<file path="config.mk">
export PLATFORM = sky130hd
export DESIGN_NAME = dbus_master_channel
export DESIGN_NICKNAME = d
export VERILOG_FILES = /design/src/rtl/dbus_pkg.sv /design/src/rtl/dbus_cmd_queue.sv /design/src/rtl/dbus_frame_fsm.sv /design/src/rtl/dbus_master_channel.sv
export SDC_FILE = /design/constraint.sdc
export NUM_CORES = 1
export LEC_CHECK = 0
export ABC_AREA = 1
export ABC_CLOCK_PERIOD_IN_PS = 7000
export BUFFER_PORTS_ARGS = -buffer_cell sky130_fd_sc_hd__buf_2
export CAP_MARGIN = 20
export CORE_ASPECT_RATIO = 1.2
export CORE_MARGIN = 1
export CORE_UTILIZATION = 50
export DETAILED_ROUTE_END_ITERATION = 7
export PLACE_DENSITY = 0.67
export SKIP_CTS_REPAIR_TIMING = 1
export SLEW_MARGIN = 20
export SYNTH_ARGS = -nofsm -noshare
export SYNTH_HDL_FRONTEND = slang
export SYNTH_SLANG_ARGS = --single-unit
</file>
<file path="constraint.sdc">
create_clock -name clk -period 7 [get_ports clk]
set_input_delay 1.05 -clock clk [delete_from_list [all_inputs] [get_ports clk]]
set_output_delay 1.05 -clock clk [all_outputs]
set_load 0.02 [all_outputs]
</file>
<file path="src/rtl/dbus_pkg.sv">
package dbus_pkg;
    localparam int CRC_W = 8;
    localparam logic [CRC_W-1:0] CRC_POLY = 8'h1D;

    typedef enum logic [1:0] {ST_IDLE, ST_GAP, ST_BIT, ST_DONE} eng_state_t;

    function automatic logic [CRC_W-1:0] crc_step(input logic [CRC_W-1:0] c, input logic b);
        logic fb;
        fb = c[CRC_W-1] ^ b;
        return {c[CRC_W-2:0], 1'b0} ^ (fb ? CRC_POLY : '0);
    endfunction
endpackage

</file>
<file path="src/rtl/dbus_cmd_queue.sv">
module dbus_cmd_queue #(
    parameter int DEPTH = 4,
    parameter int W     = 16
) (
    input  logic         clk,
    input  logic         rst_n,
    input  logic         push,
    input  logic [W-1:0] push_data,
    output logic         full,
    output logic         tx_avail,
    output logic [W-1:0] tx_data,
    input  logic         fin,
    input  logic [W-1:0] fin_data,
    input  logic         fin_good,
    input  logic         pop,
    output logic         rd_ready,
    output logic         rd_good,
    output logic [W-1:0] rd_data
);
    localparam int PW = $clog2(DEPTH);
    localparam int CW = $clog2(DEPTH + 1);

    logic [W-1:0]     cmd_mem [DEPTH];
    logic [W-1:0]     rsp_mem [DEPTH];
    logic [DEPTH-1:0] pend, done, good;
    logic [PW-1:0]    wr_ptr, tx_ptr, rd_ptr;
    logic [CW-1:0]    occ;
    logic             push_ok, pop_ok;

    function automatic logic [PW-1:0] nxt(input logic [PW-1:0] p);
        return (p == PW'(DEPTH - 1)) ? '0 : p + 1'b1;
    endfunction

    assign full     = (occ == CW'(DEPTH));
    assign push_ok  = push && !full;
    assign pop_ok   = pop && done[rd_ptr];
    assign tx_avail = pend[tx_ptr];
    assign tx_data  = cmd_mem[tx_ptr];
    assign rd_ready = done[rd_ptr];
    assign rd_good  = good[rd_ptr];
    assign rd_data  = rsp_mem[rd_ptr];

    always_ff @(posedge clk) begin
        if (push_ok) cmd_mem[wr_ptr] <= push_data;
        if (fin)     rsp_mem[tx_ptr] <= fin_data;
    end

    always_ff @(posedge clk or negedge rst_n) begin
        if (!rst_n) begin
            pend   <= '0;
            done   <= '0;
            good   <= '0;
            wr_ptr <= '0;
            tx_ptr <= '0;
            rd_ptr <= '0;
            occ    <= '0;
        end else begin
            if (push_ok) begin
                pend[wr_ptr] <= 1'b1;
                wr_ptr       <= nxt(wr_ptr);
            end
            if (fin) begin
                pend[tx_ptr] <= 1'b0;
                done[tx_ptr] <= 1'b1;
                good[tx_ptr] <= fin_good;
                tx_ptr       <= nxt(tx_ptr);
            end
            if (pop_ok) begin
                done[rd_ptr] <= 1'b0;
                good[rd_ptr] <= 1'b0;
                rd_ptr       <= nxt(rd_ptr);
            end
            occ <= occ + CW'(push_ok) - CW'(pop_ok);
        end
    end
endmodule

</file>
<file path="src/rtl/dbus_frame_fsm.sv">
module dbus_frame_fsm
    import dbus_pkg::*;
#(
    parameter int W     = 16,
    parameter int DLY_W = 4,
    parameter int LEN_W = 5,
    parameter int CL_W  = 4
) (
    input  logic             clk,
    input  logic             rst_n,
    input  logic             tick,
    input  logic [LEN_W-1:0] cfg_len,
    input  logic [CL_W-1:0]  cfg_crc,
    input  logic [DLY_W-1:0] cfg_dly,
    input  logic             tx_avail,
    input  logic [W-1:0]     tx_data,
    input  logic             rx,
    output logic             drv_idle,
    output logic             drv_level,
    output logic             fin,
    output logic [W-1:0]     fin_data,
    output logic             fin_good
);
    localparam int MIN_LEN = 8;
    localparam int BI_W    = $clog2(W + CRC_W + 1);
    localparam int GC_W    = DLY_W + 2;

    eng_state_t       state;
    logic [1:0]       phase;
    logic [BI_W-1:0]  bidx, len_q, crcn_q, len_eff, crc_eff;
    logic [BI_W-1:0]  d_ix, c_pos, c_ix;
    logic [W-1:0]     cmd_q, rx_sh;
    logic [CRC_W-1:0] tx_crc, rx_crc;
    logic [GC_W-1:0]  gcnt, gap_goal;
    logic             bad_q, in_crc, cur_bit, exp_rx, last_bit;

    // Configuration clamping
    always_comb begin
        if (cfg_len < LEN_W'(MIN_LEN))  len_eff = BI_W'(MIN_LEN);
        else if (cfg_len > LEN_W'(W))   len_eff = BI_W'(W);
        else                            len_eff = BI_W'(cfg_len);
        if (cfg_crc > CL_W'(CRC_W))     crc_eff = BI_W'(CRC_W);
        else                            crc_eff = BI_W'(cfg_crc);
    end

    assign gap_goal = GC_W'(cfg_dly) * GC_W'(3);
    assign in_crc   = (bidx >= len_q);
    assign d_ix     = len_q - BI_W'(1) - bidx;
    assign c_pos    = bidx - len_q;
    assign c_ix     = crcn_q - BI_W'(1) - c_pos;
    assign last_bit = (bidx == len_q + crcn_q - BI_W'(1));

    // Bit selection: data bit or CRC bit, both MSB first
    always_comb begin
        logic dbit, cbit;
        dbit = 1'b0;
        cbit = 1'b0;
        for (int i = 0; i < W; i++)
            if (BI_W'(i) == d_ix) dbit = cmd_q[i];
        for (int i = 0; i < CRC_W; i++)
            if (BI_W'(i) == c_ix) cbit = rx_crc[i];
        cur_bit = dbit;
        for (int i = 0; i < CRC_W; i++)
            if (in_crc && BI_W'(i) == c_ix) cur_bit = tx_crc[i];
        exp_rx = cbit;
    end

    // State register and datapath
    always_ff @(posedge clk or negedge rst_n) begin
        if (!rst_n) begin
            state  <= ST_IDLE;
            phase  <= '0;
            bidx   <= '0;
            len_q  <= BI_W'(MIN_LEN);
            crcn_q <= '0;
            cmd_q  <= '0;
            rx_sh  <= '0;
            tx_crc <= '0;
            rx_crc <= '0;
            gcnt   <= '0;
            bad_q  <= 1'b0;
        end else begin
            unique case (state)
                ST_IDLE: begin
                    gcnt <= '0;
                    if (tx_avail) state <= ST_GAP;
                end
                ST_GAP: begin
                    if (tick) begin
                        if (gcnt == gap_goal) begin
                            state  <= ST_BIT;
                            cmd_q  <= tx_data;
                            len_q  <= len_eff;
                            crcn_q <= crc_eff;
                            phase  <= '0;
                            bidx   <= '0;
                            tx_crc <= '0;
                            rx_crc <= '0;
                            rx_sh  <= '0;
                            bad_q  <= 1'b0;
                        end else begin
                            gcnt <= gcnt + 1'b1;
                        end
                    end
                end
                ST_BIT: begin
                    if (tick) begin
                        if (phase != 2'd2) begin
                            phase <= phase + 1'b1;
                        end else begin
                            phase <= '0;
                            bidx  <= bidx + 1'b1;
                            if (!in_crc) begin
                                tx_crc <= crc_step(tx_crc, cur_bit);
                                rx_crc <= crc_step(rx_crc, rx);
                                rx_sh  <= {rx_sh[W-2:0], rx};
                            end else if (rx != exp_rx) begin
                                bad_q <= 1'b1;
                            end
                            if (last_bit) state <= ST_DONE;
                        end
                    end
                end
                ST_DONE: state <= ST_IDLE;
                default: state <= ST_IDLE;
            endcase
        end
    end

    // Outputs
    always_comb begin
        drv_idle  = 1'b1;
        drv_level = 1'b1;
        fin       = 1'b0;
        unique case (state)
            ST_BIT: begin
                drv_idle  = 1'b0;
                drv_level = (phase == 2'd0) ? 1'b0 : (phase == 2'd1) ? cur_bit : 1'b1;
            end
            ST_DONE: fin = 1'b1;
            default: ;
        endcase
    end

    assign fin_data = rx_sh;
    assign fin_good = !bad_q;
endmodule

</file>
<file path="src/rtl/dbus_master_channel.sv">
module dbus_master_channel #(
    parameter int W     = 16,
    parameter int DEPTH = 4,
    parameter int DLY_W = 4,
    localparam int LEN_W = $clog2(W + 1),
    localparam int CL_W  = $clog2(dbus_pkg::CRC_W + 1)
) (
    input  logic             clk,
    input  logic             rst_n,
    input  logic             tick,
    input  logic [LEN_W-1:0] cfg_len,
    input  logic [CL_W-1:0]  cfg_crc,
    input  logic [DLY_W-1:0] cfg_dly,
    input  logic             cmd_wr,
    input  logic [W-1:0]     cmd_data,
    output logic             q_full,
    input  logic             rsp_rd,
    output logic             rsp_ready,
    output logic             rsp_valid,
    output logic [W-1:0]     rsp_data,
    input  logic             rx_in,
    output logic             drv_idle,
    output logic             drv_level
);
    logic         q_has_cmd, eng_fin, eng_good;
    logic [W-1:0] q_cmd, eng_rsp;

    dbus_cmd_queue #(.DEPTH(DEPTH), .W(W)) u_queue (
        .clk(clk), .rst_n(rst_n),
        .push(cmd_wr), .push_data(cmd_data), .full(q_full),
        .tx_avail(q_has_cmd), .tx_data(q_cmd),
        .fin(eng_fin), .fin_data(eng_rsp), .fin_good(eng_good),
        .pop(rsp_rd), .rd_ready(rsp_ready), .rd_good(rsp_valid), .rd_data(rsp_data)
    );

    dbus_frame_fsm #(.W(W), .DLY_W(DLY_W), .LEN_W(LEN_W), .CL_W(CL_W)) u_fsm (
        .clk(clk), .rst_n(rst_n), .tick(tick),
        .cfg_len(cfg_len), .cfg_crc(cfg_crc), .cfg_dly(cfg_dly),
        .tx_avail(q_has_cmd), .tx_data(q_cmd), .rx(rx_in),
        .drv_idle(drv_idle), .drv_level(drv_level),
        .fin(eng_fin), .fin_data(eng_rsp), .fin_good(eng_good)
    );
endmodule

</file>
==> out/results.txt <==
Status - completed
Endpoints failing hold - 0
CTS tree - done
Unrepaired setup endpoints after global routing - false
Clk slew on worst S/H paths - 60 ps
WP data arrival - 3890 ps
Synth top area share - 0.371
Comb pwr share - 0.376
Routed WL - 20400 µm
Rel. slew slack - 0.332
Die Wd - 133 µm
Post-route cell area - 11700 µm²
DRC Markers - 0
Sw frac - 0.384
PwrDens - 432 nW/µm²
Seq/Total Area, Yosys - 0.598
Total core area - 20300 µm²
Worst slack, placed - 2580 ps
Startpoint types - flop
Post-Syn Nets - 1079
Number of max-cap violations - 0
Num CTS Buffers - 23
Gr usage total - 0.201
WS Path Type - reg2out
Reg2reg path depth - 24
Number of synthesized flops with an enable pin - 128
Netlist cell types - 47
Final WS setup - 2060 ps
I/O Pins - 56
Main flop type after synthesis - edfxtp_1
H-tree depth - 1
Post-DRT Antenna Nets - 0
Max clock buf depth - 3
WP data required - 5950 ps
Layout cells sized above 1 - 0.128
Global-route wire length before repair - 34100 µm
#FFs+latches synth - 222
Synth area leaders - edfxtp_1 37%, dfrtp_1 22%, ha_1 5.1%
Routed vias - 7003
Asr flop ratio synth - 0.423
Slew @ Worst Pin - 999 ps
Cells after synthesis - 993
Synth-to-Final Area Change - 12.8%
Most frequent cell after synthesis - nor2_1
Die footprint - 21300 µm²
Initial Util - 0.511
Top post-synthesis cells by count - 139 x nor2_1, 128 x edfxtp_1, 110 x inv_1
Mapped Area - 10400 µm²
Worst hold slack - 461 ps
Die Height - 160 µm
Crit Path Max Fanout - 5
Placed cell area - 10900 µm²
Hold Path Class - in2async
Clock Skews - 7.01 ps
Synth area leader - edfxtp_1
Row Count - 57
1st-iter DRT viols - 324
Tmin final - 4940 ps
Root Driver - clkbuf_16
Fin crit share - 0.706
Max-slew violation count - 0
Clock insertion delay at the later pin of the skew report - 500 ps
Drt via density - 5.27
Sw power - 1.94 mW
Synth warn - 0
HPWL Detailed - 13300 µm
Clk network pwr share - 0.250
Nets - 1133
IO buf count - 55
DR pass1 iterations - 4
Largest net degree at the start of global routing - 68
Fmax achieved - 202 MHz
Per-cell routed wire length - 15.3 µm
Peak supply drop - 0.237 mV
Gr ovfl total - 0
Avg Synthesized Cell Area - 10.4 µm²
CTS sink count - 222
Leakage - 4.85 nW
Initial antenna violation count - 1
Sequential power share - 0.374
Routability Congestion - 0.815
Endpoints failing setup - 0
Antenna diode count - 0
Setup TNS Final - 0 ps
P_int - 3.11 mW
Vias in the first global route - 7023
CP Capture Type - primary output
-- metrics by stage --
| step | total power [mW] | utilization | instances |
|---|---|---|---|
| after floorplan | 3.30 | - | 993 |
| after global placement | 3.79 | 0.538 | 1287 |
| after detailed placement | 3.83 | 0.538 | 1287 |
| after CTS | 5.10 | 0.577 | 1329 |
| after global routing | 5.40 | 0.577 | 1329 |
| final | 5.05 | 0.577 | 1329 |
-- worst paths after layout --
check | start | end | slack (ps)
worst max register to register | u_fsm.len_q[1] | u_fsm.tx_crc[3] | 3550
min in group clk | u_queue.pend[1] | u_queue.pend[1] | 490
worst min register to register | u_queue.pend[1] | u_queue.pend[1] | 490
max in group asynchronous | rst_n | u_queue.wr_ptr[1] | 5340
worst max-delay path | u_fsm.len_q[1] | drv_level | 2060
worst min-delay path | rst_n | u_fsm.tx_crc[1] | 460
-- sequential cells by signal (all words and copies together) (netlist names), 5 cells and up --
signal / count
u_fsm.bidx: 5
u_fsm.tx_crc: 8
u_fsm.len_q: 5
u_fsm.fin_data: 16
u_fsm.rx_crc: 8
u_fsm.cmd_q: 16
u_fsm.gcnt: 6
u_queue.cmd_mem: 64
u_queue.rsp_mem: 64
-- cell type report --
class / instances / area [µm²]
Clock buffer: 28 / 604
Clock inverter: 14 / 185
Fill cell: 1778 / 8580
Inverter: 124 / 479
Multi-Input combinational cell: 612 / 3540
Sequential cell: 222 / 6200
Tap cell: 265 / 332
Timing Repair Buffer: 64 / 345
-- logic make-up (layout without fill, tap and decap cells) --
| group | Yosys count | after routing | synth area share |
|---|---|---|---|
| buf+inv | 159 | 230 | 0.0608 |
| compound gates | 211 | 211 | 0.113 |
| xor+xnor | 24 | 24 | 0.0217 |
| simple gates | 326 | 326 | 0.138 |
| flops | 222 | 222 | 0.598 |
| fa+ha+maj | 51 | 51 | 0.0681 |
-- power groups by stage --
stage                     logic, mW  registers, mW  clock network, mW
after floorplan                1.45           1.84                  0
after global placement         1.89           1.91                  0
after detailed placement       1.91           1.92                  0
after CTS                      1.92           1.89               1.29
after global routing           2.15           1.92               1.33
final                          1.90           1.89               1.26
-- layer usage --
layer	global-route usage	wire length, µm	up-vias	part of all wire
li1	-	-	3487	-
met1	0.246	8680	3375	0.43
met2	0.363	10400	106	0.51
met3	0.0327	825	33	0.041
met4	0.0584	417	2	0.020
met5	0	8	-	0.00039
-- layout by cell type (no fill, tap or decap), types with 3 or more instances in the layout --
cell	synthesis	layout
a21oi_1	22	22
ha_1	42	42
clkbuf_16	0	23
o21a_1	3	3
nand4_1	8	8
clkbuf_1	26	4
buf_4	3	10
nand3_1	37	37
buf_2	6	54
o21ai_0	101	101
inv_1	110	110
bufinv_16	0	4
clkinv_1	3	4
nand2_2	5	5
xor2_1	14	14
nor3_1	7	6
nor2_2	4	4
edfxtp_1	128	128
o21ai_1	17	17
fa_1	9	9
nor3b_1	3	3
a31oi_1	13	13
o22ai_1	45	45
inv_2	10	10
clkinv_2	0	4
dfrtp_1	93	93
xnor2_1	8	8
nor2_1	139	139
a22oi_1	4	4
nand2_1	109	109
-- worst max-delay path, stage by stage (launching register included) --
cell and delay (ps):
dfrtp_1 350, inv_1 120, fa_1 520, inv_1 40, ha_1 220, fa_1 380, xor2_1 180, nor2_1 90
bufinv_8 180, nor2_1 160, nand3_1 110, nand4_1 110, nand3_1 80, nand3_1 70, nand3_1 70, nand2_1 60
nand2_1 40, nand2_1 60, nand2_2 60, nand2_2 80, o21ai_1 70, nand2_1 60, nand3_1 80, buf_2 190
Note: power is estimated with default switching activity, not from simulation.
